**config.mk**
```make
export PLATFORM = sky130hd
export DESIGN_NAME = can_fd_txdelay_comp
export DESIGN_NICKNAME = d
export VERILOG_FILES = /design/src/rtl/fdtdc_pkg.sv /design/src/rtl/fdtdc_loop_meter.sv /design/src/rtl/fdtdc_tx_history.sv /design/src/rtl/fdtdc_ssp_check.sv /design/src/rtl/can_fd_txdelay_comp.sv
export SDC_FILE = /design/constraint.sdc
export NUM_CORES = 1
export LEC_CHECK = 0
export BUFFER_PORTS_ARGS = -buffer_cell sky130_fd_sc_hd__buf_2
export CAP_MARGIN = 10
export CORE_MARGIN = 4
export CORE_UTILIZATION = 40
export DETAILED_ROUTE_END_ITERATION = 6
export HOLD_SLACK_MARGIN = 0.03
export PLACE_DENSITY = 0.65
export RECOVER_POWER = 100
export SETUP_SLACK_MARGIN = 0.2
export SLEW_MARGIN = 5
export SYNTH_ARGS = -nofsm -noshare
export SYNTH_HDL_FRONTEND = slang
export SYNTH_SLANG_ARGS = --single-unit
export TNS_END_PERCENT = 50
```
**constraint.sdc**
```tcl
create_clock -name clk -period 12.75 [get_ports clk]
set_input_delay 1.9125 -clock clk [delete_from_list [all_inputs] [get_ports clk]]
set_output_delay 1.9125 -clock clk [all_outputs]
set_load 0.05 [all_outputs]
```
**src/rtl/fdtdc_pkg.sv**
```systemverilog
// Package: shared constants and the history entry type for the
// transmitter delay compensation block.
package fdtdc_pkg;
    localparam int COMP_W     = 7;    // width of the compensation value
    localparam int COMP_MAX   = 127;  // saturation limit in mtq
    localparam int HIST_DEPTH = 6;    // outstanding data bits held
    localparam int STAMP_W    = 10;   // width of the mtq timestamp

    // one stored transmitted bit with the tick at which it started
    typedef struct packed {
        logic               tx_val;
        logic [STAMP_W-1:0] stamp;
    } hist_ent_t;
endpackage

```
**src/rtl/fdtdc_loop_meter.sv**
```systemverilog
// Module: fdtdc_loop_meter
// Counts ticks from a start strobe until the first falling edge on the
// receive line, and reports the count with a one-clock done pulse.
// Assumes: start is given on the tick where tx falls, and rx is high
// before the edge comes back. The count saturates at MAXV.
module fdtdc_loop_meter #(
    parameter int CW   = 7,
    parameter int MAXV = 127
) (
    input  logic          clk,
    input  logic          rst_n,
    input  logic          tick,
    input  logic          init,
    input  logic          start,
    input  logic          rx_bit,
    output logic          done,
    output logic [CW-1:0] delay
);
    logic          busy_q;
    logic [CW-1:0] cnt_q;
    logic          rx_prev_q;
    logic          done_q;
    logic [CW-1:0] delay_q;
    logic [CW-1:0] cnt_inc;
    logic          rx_fall;

    // next count and receive falling-edge detection
    always_comb begin
        cnt_inc = cnt_q + 1'b1;
        rx_fall = rx_prev_q & ~rx_bit;
    end

    // measurement state machine: idle, counting, finished
    always_ff @(posedge clk) begin
        if (!rst_n || init) begin
            busy_q    <= 1'b0;
            cnt_q     <= '0;
            rx_prev_q <= 1'b1;
            done_q    <= 1'b0;
            delay_q   <= '0;
        end else begin
            done_q <= 1'b0;
            if (tick) begin
                rx_prev_q <= rx_bit;
                if (start) begin
                    busy_q <= 1'b1;
                    cnt_q  <= '0;
                end else if (busy_q) begin
                    cnt_q <= cnt_inc;
                    if (rx_fall || cnt_inc == CW'(MAXV)) begin
                        busy_q  <= 1'b0;
                        done_q  <= 1'b1;
                        delay_q <= cnt_inc;
                    end
                end
            end
        end
    end

    assign done  = done_q;
    assign delay = delay_q;

    // a running count never reaches the saturation limit
    a_r1_cnt_bound: assert property (@(posedge clk) disable iff (!rst_n)
        busy_q |-> (cnt_q < CW'(MAXV)));
endmodule

```
**src/rtl/fdtdc_tx_history.sv**
```systemverilog
// Module: fdtdc_tx_history
// Circular store of transmitted data bits with their start timestamps.
// It holds DEPTH entries and gives the oldest one at its head.
// Assumes: the caller never pushes while the store is full. Flush has
// priority over push and pop.
module fdtdc_tx_history
    import fdtdc_pkg::*;
#(
    parameter int DEPTH = 6,
    parameter int SW    = 10
) (
    input  logic          clk,
    input  logic          rst_n,
    input  logic          flush,
    input  logic          push,
    input  logic          push_bit,
    input  logic [SW-1:0] push_stamp,
    input  logic          pop,
    output logic          head_bit,
    output logic [SW-1:0] head_stamp,
    output logic          empty,
    output logic          full
);
    localparam int PW = (DEPTH > 1) ? $clog2(DEPTH) : 1;
    localparam int NW = $clog2(DEPTH + 1);

    logic [PW-1:0] wr_q, rd_q;
    logic [NW-1:0] cnt_q;
    logic          mem_bit   [DEPTH];
    logic [SW-1:0] mem_stamp [DEPTH];
    logic          do_push, do_pop;

    // qualify push and pop against the fill level
    always_comb begin
        empty   = (cnt_q == '0);
        full    = (cnt_q == NW'(DEPTH));
        do_push = push & ~full & ~flush;
        do_pop  = pop & ~empty & ~flush;
    end

    // one storage slot per entry, written when the write pointer selects it
    for (genvar gi = 0; gi < DEPTH; gi++) begin : g_slot
        always_ff @(posedge clk) begin
            if (!rst_n) begin
                mem_bit[gi]   <= 1'b0;
                mem_stamp[gi] <= '0;
            end else if (do_push && wr_q == PW'(gi)) begin
                mem_bit[gi]   <= push_bit;
                mem_stamp[gi] <= push_stamp;
            end
        end
    end

    // pointer and fill-level bookkeeping with wrap at DEPTH
    always_ff @(posedge clk) begin
        if (!rst_n || flush) begin
            wr_q  <= '0;
            rd_q  <= '0;
            cnt_q <= '0;
        end else begin
            if (do_push) wr_q <= (wr_q == PW'(DEPTH - 1)) ? '0 : wr_q + 1'b1;
            if (do_pop)  rd_q <= (rd_q == PW'(DEPTH - 1)) ? '0 : rd_q + 1'b1;
            cnt_q <= cnt_q + NW'(do_push) - NW'(do_pop);
        end
    end

    assign head_bit   = mem_bit[rd_q];
    assign head_stamp = mem_stamp[rd_q];

    // a push never meets a full store without a pop
    a_r9_no_overflow: assert property (@(posedge clk) disable iff (!rst_n)
        !(push && full && !pop));
    // a flush leaves the store empty
    a_r7_flush_empties: assert property (@(posedge clk) disable iff (!rst_n)
        flush |=> empty);
endmodule

```
**src/rtl/fdtdc_ssp_check.sv**
```systemverilog
// Module: fdtdc_ssp_check
// Secondary sample point comparison. It pops the oldest stored bit once
// that bit has aged by the compensation value and compares it with the
// receive line. A mismatch is held and reported at the next regular
// sample point.
// Assumes: SW > CW, and entries are stored in start order.
module fdtdc_ssp_check #(
    parameter int CW = 7,
    parameter int SW = 10
) (
    input  logic          clk,
    input  logic          rst_n,
    input  logic          tick,
    input  logic          init,
    input  logic          frame_start,
    input  logic          chk_on,
    input  logic [CW-1:0] comp_value,
    input  logic [SW-1:0] now,
    input  logic          head_bit,
    input  logic [SW-1:0] head_stamp,
    input  logic          empty,
    input  logic          rx_bit,
    input  logic          sample_pt,
    output logic          pop,
    output logic          bit_err
);
    logic [SW-1:0] elapsed;
    logic          hit, mismatch, report;
    logic          pend_q, err_q;

    // decide whether this tick is the secondary sample point of the head
    always_comb begin
        elapsed  = now - head_stamp;
        hit      = tick & chk_on & ~empty & (comp_value != '0)
                 & (elapsed == {{(SW-CW){1'b0}}, comp_value});
        mismatch = hit & (rx_bit != head_bit);
        report   = tick & sample_pt & pend_q;
    end

    // pending error register: frame start clears, mismatch sets, report clears
    always_ff @(posedge clk) begin
        if (!rst_n || init || (tick && frame_start)) begin
            pend_q <= 1'b0;
        end else if (mismatch) begin
            pend_q <= 1'b1;
        end else if (report) begin
            pend_q <= 1'b0;
        end
    end

    // one-clock error pulse after the reporting sample point
    always_ff @(posedge clk) begin
        if (!rst_n) err_q <= 1'b0;
        else        err_q <= report & ~init & ~frame_start;
    end

    assign pop     = hit;
    assign bit_err = err_q;

    // an error pulse only follows a ticked regular sample point
    a_r5_err_at_sp: assert property (@(posedge clk) disable iff (!rst_n)
        bit_err |-> $past(tick && sample_pt));
endmodule

```
**src/rtl/can_fd_txdelay_comp.sv**
```systemverilog
// Module: can_fd_txdelay_comp
// Top of the transmitter delay compensation. It joins the loop delay
// meter, the transmitted-bit history and the secondary sample point
// checker, and keeps the mtq time base and the compensation value.
// Assumes: strobes are one tick wide, and delay plus offset stays below
// HIST_DEPTH data-bit times.
module can_fd_txdelay_comp
    import fdtdc_pkg::*;
#(
    parameter int CW    = COMP_W,
    parameter int MAXV  = COMP_MAX,
    parameter int DEPTH = HIST_DEPTH,
    parameter int SW    = STAMP_W
) (
    input  logic          clk,
    input  logic          rst_n,
    input  logic          tick,
    input  logic          init,
    input  logic          comp_en,
    input  logic [CW-1:0] comp_offset,
    input  logic          tx_bit,
    input  logic          rx_bit,
    input  logic          arb_phase,
    input  logic          data_phase,
    input  logic          frame_start,
    input  logic          meas_start,
    input  logic          data_bit_start,
    input  logic          sample_pt,
    input  logic          crc_delim_sp,
    output logic [CW-1:0] comp_value,
    output logic          bit_err
);
    localparam int SUMW = CW + 1;

    logic [SW-1:0]   now_q;
    logic            stopped_q;
    logic [CW-1:0]   comp_q;
    logic            meas_done;
    logic [CW-1:0]   meas_delay;
    logic [SUMW-1:0] sum_w;
    logic [CW-1:0]   sum_sat;
    logic            chk_on, push, flush, pop;
    logic            head_bit, empty, full;
    logic [SW-1:0]   head_stamp;

    // checking window, history control and saturated sum
    always_comb begin
        chk_on  = comp_en & data_phase & ~arb_phase & ~stopped_q & ~crc_delim_sp;
        push    = tick & data_bit_start & chk_on;
        flush   = init | (tick & (crc_delim_sp | frame_start));
        sum_w   = {1'b0, meas_delay} + {1'b0, comp_offset};
        sum_sat = (sum_w > SUMW'(MAXV)) ? CW'(MAXV) : sum_w[CW-1:0];
    end

    // free-running mtq time base used for timestamps
    always_ff @(posedge clk) begin
        if (!rst_n)    now_q <= '0;
        else if (tick) now_q <= now_q + 1'b1;
    end

    // stop flag: set at the CRC delimiter sample point, cleared by frame start
    always_ff @(posedge clk) begin
        if (!rst_n || init)               stopped_q <= 1'b0;
        else if (tick && frame_start)     stopped_q <= 1'b0;
        else if (tick && crc_delim_sp)    stopped_q <= 1'b1;
    end

    // compensation value: cleared by init, loaded after each measurement
    always_ff @(posedge clk) begin
        if (!rst_n || init)             comp_q <= '0;
        else if (meas_done && comp_en)  comp_q <= sum_sat;
    end

    fdtdc_loop_meter #(.CW(CW), .MAXV(MAXV)) u_meter (
        .clk    (clk),
        .rst_n  (rst_n),
        .tick   (tick),
        .init   (init),
        .start  (meas_start),
        .rx_bit (rx_bit),
        .done   (meas_done),
        .delay  (meas_delay)
    );

    fdtdc_tx_history #(.DEPTH(DEPTH), .SW(SW)) u_hist (
        .clk        (clk),
        .rst_n      (rst_n),
        .flush      (flush),
        .push       (push),
        .push_bit   (tx_bit),
        .push_stamp (now_q),
        .pop        (pop),
        .head_bit   (head_bit),
        .head_stamp (head_stamp),
        .empty      (empty),
        .full       (full)
    );

    fdtdc_ssp_check #(.CW(CW), .SW(SW)) u_check (
        .clk         (clk),
        .rst_n       (rst_n),
        .tick        (tick),
        .init        (init),
        .frame_start (frame_start),
        .chk_on      (chk_on),
        .comp_value  (comp_q),
        .now         (now_q),
        .head_bit    (head_bit),
        .head_stamp  (head_stamp),
        .empty       (empty),
        .rx_bit      (rx_bit),
        .sample_pt   (sample_pt),
        .pop         (pop),
        .bit_err     (bit_err)
    );

    assign comp_value = comp_q;

    // without an enabled measurement result or init, the value holds
    a_r2_comp_hold: assert property (@(posedge clk) disable iff (!rst_n)
        (!(meas_done && comp_en) && !init) |=> $stable(comp_value));
    // init clears the compensation value in the next clock
    a_r3_init_clears: assert property (@(posedge clk) disable iff (!rst_n)
        init |=> (comp_value == '0));
endmodule

```
== Word level (Yosys, flattened, before mapping) ==
Memory sizes are Yosys's and may differ from the RTL's. A register that Yosys moved wholly into a read port is not among the register bits.
Index checks and enable logic that the tools add are counted.
Word-level totals
  bits in registers: 46
  memories kept: 2
  RAM bits: 66
  logic and storage cells: 150
Memory list
  u_hist.mem_stamp: words 6, width 10, rd ports 1, clocked after Yosys merged registers in 1, wr ports 6, line fdtdc_tx_history.sv:30  | logic [SW-1:0] mem_stamp [DEPTH];
  u_hist.mem_bit: words 6, width 1, rd ports 1, clocked after Yosys merged registers in 1, wr ports 6, line fdtdc_tx_history.sv:29  | logic mem_bit [DEPTH];
Cells by class
  add/sub/neg operators: 8
  bitwise gates (word level): 47
  magnitude comparators: 1
  muxes and demuxes: 46
  reduce and logical (&&, ||, !) cells: 23
  equal/unequal tests: 10
Operator list (number)
  $mux W10: 6
  $mux W1: 31
  $and A1 B1 Y1: 21
  $mux W7: 3
  $mux W3: 6
  $or A1 B1 Y1: 14
  $eq A3 B3 Y1 const B: 4
  $not A1 Y1: 12
  $add A10 B1 Y10 const B: 1
  $eq A10 B7 Y1: 1
  $sub A10 B10 Y10: 1
  $logic_and A1 B1 Y1: 9
  $add A7 B7 Y8: 1
  $gt A8 B7 Y1 const B: 1
  $add A7 B1 Y7 const B: 1
  $eq A7 B7 Y1 const B: 1
  $reduce_bool A7 Y1: 1
  $add A3 B1 Y3 const B: 2
  $eq A3 B2 Y1 const B: 2
  $logic_not A3 Y1: 2
  $logic_or A1 B1 Y1: 4
  $reduce_and A4 Y1: 1
  $reduce_bool A2 Y1: 2
  $reduce_or A4 Y1: 1
  7 further kinds: 7

== Depth between registers and ports, before layout ==
Gate-level depths: netlist of the first run.
  depth after elaboration: 12
  mapped depth: 20
  depth with buffers taken out: 19

== By module ==
Synthesis of the first run repeated with hierarchy kept, for this count alone.
Second synthesis, totals
  cells, all modules: 585
  area, all modules: 6029.5 sq um
By module, submodules not included
  fdtdc_tx_history: times used 1, area an instance 3435.8 sq um, cells an instance 277, seq. area each 2212.1 sq um
  can_fd_txdelay_comp: times used 1, area an instance 1034.7 sq um, cells an instance 107, seq. area each 360.3 sq um
  fdtdc_loop_meter: times used 1, area an instance 833.3 sq um, cells an instance 103, seq. area each 340.3 sq um
  fdtdc_ssp_check: times used 1, area an instance 725.7 sq um, cells an instance 98, seq. area each 40.0 sq um

== Least setup slack after synthesis of the first run ==
No wires, ideal clock.
  path kind: input to register
  start point: in crc_delim_sp
  end point: reg u_hist.cnt_q[2]
  arrival: 4528 ps
  slack: 8103 ps
  required time: 12631 ps
  setup time: 119 ps
  stages on the path: 14
  path buffers: 0
  path through: nor4bb_1 > nand3b_1 > nor4_1 > nand4_1 > or4_4 > nor4_1 > ha_1 > inv_1 > ha_1 > inv_1 > fa_1 > xor2_1 > xnor2_1 > nor2_1
Between the ends
  longest elaborated chain between the ends: 9
  elaborated cells between the ends (all ways): 18
  those cells by class: 2 x add/sub; 15 x bitwise; 1 x reduce/logical
RTL lines
  start, declared: line can_fd_txdelay_comp.sv:29  | input logic crc_delim_sp,
  branches (longest 9 deep; another with $add A3 B1 Y3)
  end signal, assigned: line fdtdc_tx_history.sv:63  | cnt_q <= cnt_q + NW'(do_push) - NW'(do_pop);
  end, declared: line fdtdc_tx_history.sv:28  | logic [NW-1:0] cnt_q;
Several ways; the timed one is not identified.
A chain may end at the register's enable or synchronous reset.

== Worst setup path after layout of the first run ==
  start point: in tick
  end point: reg u_hist.cnt_q[2]
Between the ends
  longest elaborated chain between the ends: 7
  elaborated cells between the ends (all ways): 16
  those cells by class: 2 x add/sub; 13 x bitwise; 1 x reduce/logical
RTL lines
  start, declared: line can_fd_txdelay_comp.sv:17  | input logic tick,
  branches (longest 7 deep; another with $add A3 B1 Y3)
Several ways; the timed one is not identified.

==> impl_results.md, run 1 <==
- Leading post-synthesis cells by cell area: edfxtp_1 (33%), dfxtp_1 (17%), and2_1 (6.9%)
- Max cap viols: 0
- Max Clock Skew: ~11 ps
- Vias per cell: between 5 and 6
- Sw power: 0.000192 W
- Die area: between 15000 and 20000 sq um
- Highest routed metal layer: met4
- # IOs: 29
- R2r setup slk: 7870 ps
- YS warnings: 0
- WL/cell: between 15 and 20 microns
- Largest net degree at the start of global routing: 23
- Port bufs: 28
- Finish-stage setup viols: 0
- Switching Fraction: around a fifth
- Startpoint Class: input pin
- First-pass DRT Iterations: 5
- Area growth syn-to-layout: 15.0%
- Vias: just over 4000
- Worst-Margin Slew: 926 ps
- H-tree Lvls: 4
- Die Y: around 130 microns
- Synth top area share: ~33%
- Sequential share of the synthesized area: 49.9%
- Bufs on Longest Clock Path: 2
- Hold Path Sink: u_check.bit_err
- Area of the multi-input gates: ~2800 sq um
- GRT overflow: 0
- Syn Nets: 579
- Nets: approximately 620
- Met2 wire len: roughly 6400 microns
- Area of the core: around 15000 sq um
- Starting Density: 40.7%
- Clk_lat worst skew: around 400 ps
- Rows: 44
- Final-layout fill cell count: about 1400
- Maximum VDD drop: ~0.080 mV
- Highest Clock Rate: ~200 MHz
- Post-synth ARST share: 0%
- Commonest non-fill, non-tap cell in the layout: edfxtp_1
- Pins Over Slew Limit: 0
- DP HPWL: 9270 microns
- # DRC: 0
- CTS Buf Count: 17
- Internal: slightly above 0.0007 W
- Min Tclk post-route: 5050 ps
- Final Hold Viols: 0
- Commonest non-fill, non-tap cells in the layout: edfxtp_1 (65), dfxtp_1 (50), nand2_1 (39), and2_0 (39), nor2_1 (37)
- WHS Path Cells: 2
- Global-route wire length before repair: around 21000 microns
- Worst hold-check path type: reg2reg
- CTS sink count: between 100 and 150
- Seq cells post-synth: approximately 120
- Power density over the cells: approximately 130 nW/um^2
- Synthesized area: a little under 6000 sq um
- Antenna violations before repair: 0
- Data required, critical path: approximately 13000 ps
- GRT Total Usage: 16.3%
- Remaining antenna violation count: 0
- Unrepaired setup endpoints after global routing: false
- Die width: about 130 microns
- Sequential power share: ~45%
- Crit. End Element: flop
- Status: finished clean
- Mapped Cells: 533
- Crit Reg-Reg Endpoint: u_hist.cnt_q[2]
- Pre-CTS WS: around 7600 ps
- Fin crit share: around two fifths
- Post-CTS setup buffers: 0
- Combinational Power Share: ~4.5%
- Pleak: approximately 2.6 nW
- Final WS setup: 7700 ps
- Hold Path Origin: u_check.pend_q
- Vias in the first global route: about 4100
- Setup TNS Final: 0 ps
- Clk slew on worst S/H paths: roughly 50 ps
- Critical Path Fanout Max: 18
- CTS tree: yes
- WL met3: just under 600 microns
- Dominant cell type by area after synthesis: edfxtp_1
- Hold-fix buffer count after cts: 0
- Diode count: 0
- Clock power share: 50.9%
- Layout cells sized above 1: between 10% and 20%
- Post-CTS sizing: 0
- Final WL: 12800 microns
- Count of cell types in the netlist: 62
- Critical Path AT: roughly 5300 ps
- CP Class: in2reg
- DR iter-0 viols: ~320
- Post-synth top flop: edfxtp_1
- Slew headroom: 38.3%
- Sequential Area: just under 3000 sq um
- Clk root buf: clkbuf_16
- Post-synth EDFFs: 65
- Gpl congestion: 0.817
- Worst R2R Path Depth: 20
- DRT met1 WL: between 5000 and 6000 microns
- Avg Cell Area, Syn: between 10 and 15 sq um
==> metal layers <==
metal | GRT usage, % | vias to the layer above
li1 | - | 2013
met1 | 21.1 | 1985
met2 | 26.7 | 86
met3 | 4.08 | 12
met4 | 5.87 | 0
met5 | 0 | -
==> cell usage after synthesis (2+ instances only) <==
| cell type | n |
|---|---|
| xor2_1 | 10 |
| nor2b_1 | 3 |
| nor4_1 | 6 |
| o31ai_1 | 2 |
| nor2_1 | 37 |
| ha_1 | 22 |
| and3_1 | 8 |
| nand3b_1 | 3 |
| a21o_2 | 3 |
| clkbuf_1 | 12 |
| o211ai_1 | 3 |
| a31oi_1 | 2 |
| and2_1 | 65 |
| o21ai_1 | 2 |
| buf_2 | 3 |
| dfxtp_1 | 50 |
| nand4_1 | 5 |
| a21boi_0 | 3 |
| nand2b_1 | 2 |
| edfxtp_1 | 65 |
| nand2_1 | 39 |
| mux4_2 | 11 |
| o221a_2 | 7 |
| a22oi_1 | 6 |
| nand3_1 | 8 |
| nor3_1 | 17 |
| mux2i_1 | 24 |
| o21bai_1 | 2 |
| a21o_1 | 3 |
| or3_1 | 4 |
| a21oi_1 | 16 |
| fa_1 | 3 |
| inv_1 | 19 |
| xnor2_1 | 22 |
| o21ai_0 | 19 |
==> kinds of logic (layout without fill, tap and decap cells) <==
logic type               Yosys count  after routing  synth area share [%]
AND/OR/NAND/NOR                  209            209                  19.0
flip-flops                       115            115                  49.9
AO/OA/AOI/OAI                     80             80                  9.69
multiplexers                      36             36                  8.44
buffers and inverters             36             85                  2.48
XOR/XNOR                          32             32                  4.74
adder cells (fa/ha/maj)           25             25                  5.67
==> final cells by class <==
| cell class | instances | area share, % |
|---|---|---|
| Clock buffer | 26 | 8.13 |
| Clock inverter | 6 | 0.534 |
| Inverter | 19 | 1.05 |
| Multi-Input combinational cell | 382 | 41.2 |
| Sequential cell | 115 | 43.4 |
| Tap cell | 184 | 3.39 |
| Timing Repair Buffer | 34 | 2.26 |
==> through the flow <==
step / utilization [%] / std cells / hold slack, ps / power (W) / cell area, sq um
floorplan: - / 533 / 415 / 0.000439 / 5910
global placement: 43.0 / 734 / 442 / 0.000452 / 6250
detailed placement: 43.0 / 734 / 437 / 0.000454 / 6250
CTS: 47.1 / 766 / 455 / 0.000911 / 6840
global route: 46.8 / 766 / 475 / 0.000935 / 6800
finish: 46.8 / 766 / 455 / 0.000907 / 6800
==> how the worst max path moves through the flow <==
stage,startpoint,to,cells after the start
after floorplan,crc_delim_sp,u_hist.cnt_q[2],14
after global placement,crc_delim_sp,u_hist.cnt_q[2],15
after detailed placement,crc_delim_sp,u_hist.cnt_q[2],15
after CTS,flop,u_hist.cnt_q[2],18
after global routing,tick,u_hist.cnt_q[2],14
final,tick,u_hist.cnt_q[2],14
==> state kept, by name, summed over array words and instances, names as in the netlist, named ones only <==
register           flops
u_meter.done           1
u_meter.busy_q         1
now_q                 10
u_meter.rx_prev_q      1
u_hist.mem_stamp      60
u_meter.cnt_q          7
u_check.pend_q         1
u_hist.mem_bit         6
stopped_q              1
comp_value             7
u_hist.rd_q            3
u_hist.cnt_q           3
u_hist.wr_q            3
u_check.bit_err        1
u_meter.delay          7
==> power groups by stage <==
stage                     sequential, W  clock [W]  combinational [W]
after floorplan                0.000410          0          0.0000287
after global placement         0.000412          0          0.0000404
after detailed placement       0.000412          0          0.0000414
after CTS                      0.000405   0.000465          0.0000417
after global routing           0.000406   0.000483          0.0000457
final                          0.000405   0.000461          0.0000406
==> worst max-delay path, cell delays in order <==
cell	delay, ps
clkbuf_1	570
nand3b_1	300
nor4_1	380
nand4_1	170
or4_1	550
nor4_1	210
ha_1	280
inv_1	60
ha_1	130
inv_1	50
fa_1	370
xor2_1	160
xnor2_1	150
nor2_1	50
Note: power is estimated with default switching activity, not from simulation.
==> run 2: changes to the inputs <==
- clock period: 12.75 -> 5.1 ns (I/O delays scaled with it)
==> run 2 against run 1 <==
Effect of this change:
- cell area is 0.83% higher
- largest cell class unchanged
- die area stayed put
- clock power increased to 2.5 times the previous value
- global-route usage is 0.57 points higher
- critical path depth increased by 4
- cell count increased by 0.65%
- combinational power increased to 2.6 times the previous value
- register-to-register slack lost 7500 ps
- hold slack got worse by 8.0 ps
- non-clock buffer count increased by 5
- worst setup slack worse by 7300 ps
- core utilization increased by 0.39 points
==> impl_results.md, run 2 (same netlist as run 1, synthesis figures left out) <==
- CP max stage cell: or4_4
- Unrepaired setup endpoints after global routing: false
- # DRC: 0
- Number of flip-flops in the largest register: 60
- Most frequent CP cell: ha_1
- # IOs: 29
- Die Y: approximately 130 microns
- Vias per cell: between 5 and 6
- Post-DP Area: roughly 6300 sq um
- Critical Path Fanout Max: 20
- Power density over the cells: ~330 nW/um^2
- Fin crit share: 92.6%
- Rows: 44
- Cell Chain, Critical Path: buf_12 > mux4_2 > o21ai_0 > ha_1 > o21ai_1 > a21oi_1 > or4_1 > and3_4 > or4_4 > nor4_2 > ha_1 > inv_1 > ha_1 > inv_1 > fa_1 > xor2_1 > xnor2_1 > nor2_1
- Setup TNS Final: 0 ps
- CP top delay family: simple AND/OR/NAND/NOR gates
- Bufs on Longest Clock Path: 2
- Die width: 130 microns
- Pins Over Slew Limit: 0
- Finish-stage setup viols: 0
- Startpoint Class: flop
- Max Clock Skew: just over 7 ps
- CTS Buf Count: 17
- DP HPWL: between 9000 and 10000 microns
- Largest net degree at the start of global routing: 23
- Starting Density: about two fifths
- CTS tree: yes
- Crit. End Element: flop
- Data required, critical path: 5390 ps
- Worst hold-check path type: reg2reg
- Die area: roughly 17000 sq um
- Min Tclk post-route: ~4700 ps
- Final WL: 13100 microns
- GRT Total Usage: ~17%
- WP buf/inv: 3
- Nets: 620
- Critical Path Max Stage Delay: ~520 ps
- H-tree Lvls: 4
- Final Hold Viols: 0
- Critical Path AT: roughly 5000 ps
- Clk root buf: clkbuf_16
- Commonest non-fill, non-tap cells in the layout: edfxtp_1 (65), dfxtp_1 (50), and2_0 (48)
- WL/cell: between 15 and 20 microns
- Commonest non-fill, non-tap cell in the layout: edfxtp_1
- Largest reg by FF count: u_hist.mem_stamp
- Area growth syn-to-layout: 16.0%
- Utilization after layout: 47.2%
- Highest Clock Rate: ~210 MHz
- Diode count: 0
- Area of the core: roughly 15000 sq um
- Post-CTS setup buffers: 0
- Hold-fix buffer count after cts: 0
- Antenna violations before repair: 0
- CTS sink count: about 120
- Slew headroom: 45.3%
- Post-CTS sizing: 0
- Placed Cells: roughly 740
- DR iter-0 viols: about 300
- Remaining antenna violation count: 0
- Final Cell Area: just under 7000 sq um
- Clk slew on worst S/H paths: 50 ps
- Pleak: 2.58 nW
- Vias in the first global route: 4250
- Clk_lat worst skew: 410 ps
- Global-route wire length before repair: between 20000 and 25000 microns
- Finished Layout Cells: 771
- Final Power: about 0.0023 W
- Vias: roughly 4100
- Port bufs: 28
- Maximum VDD drop: 0.251 mV
- Layout cells sized above 1: approximately 15%
- Max cap viols: 0
- Status: finished clean
- GRT overflow: 0
- CP Class: reg2reg
- Gpl congestion: slightly below 0.9
- Largest regs: u_hist.mem_stamp x60, now_q x10
- First-pass DRT Iterations: 4
- Worst-Margin Slew: about 820 ps
[run 2: changes by cell type in the layout (fill, tap and decap cells not counted), sizes merged]
cell	change
clkbuf	-6
clkinv	+4
clkinvlp	+1
inv	-2
bufinv	+3
buf	+5
[run 2: final timing paths]
kind | depth (start not counted) | slack (ps) | end | startpoint
worst max-delay path | 18 | 380 | u_hist.cnt_q[2] | flop
worst min-delay path | 2 | 450 | u_check.bit_err | u_check.pend_q
worst max register to register | 18 | 380 | u_hist.cnt_q[2] | flop
worst min register to register | 2 | 450 | u_check.bit_err | u_check.pend_q
[run 2: final cells by class]
class                   instances  area [sq um]
multi-input cells             382          2820
inverters                      19          71.3
clock buffers                  20           437
clock inverters                12           139
fillers                      1327          7680
repair buffers                 39           204
well taps                     184           230
flip-flops and latches        115          2950
[run 2: worst min-delay path, cell delays in order, from the launching register on]
cell and delay (ps):
dfxtp_1 310, inv_1 50, nor4_1 40
[run 2: per-layer routing]
| metal | global-route usage [%] | part of all wire (%) |
|---|---|---|
| met5 | 0 | 0 |
| met4 | 6.78 | 1.5 |
| met3 | 3.96 | 3.8 |
| met2 | 27.7 | 49 |
| met1 | 21.6 | 46 |
[run 2: report_power, final]
| part | internal, W | switching (W) |
|---|---|---|
| Combinational | 0.0000393 | 0.0000645 |
| Clock | 0.000759 | 0.000399 |
| Sequential | 0.00100 | 0.0000106 |
| Total | 0.00180 | 0.000474 |
[run 2: per-stage QoR]
stage | setup slack (ps) | hold slack, ps
floorplan | 557 | 415
global placement | 499 | 439
detailed placement | 268 | 437
CTS | 258 | 443
global route | 90.9 | 467
finish | 378 | 447
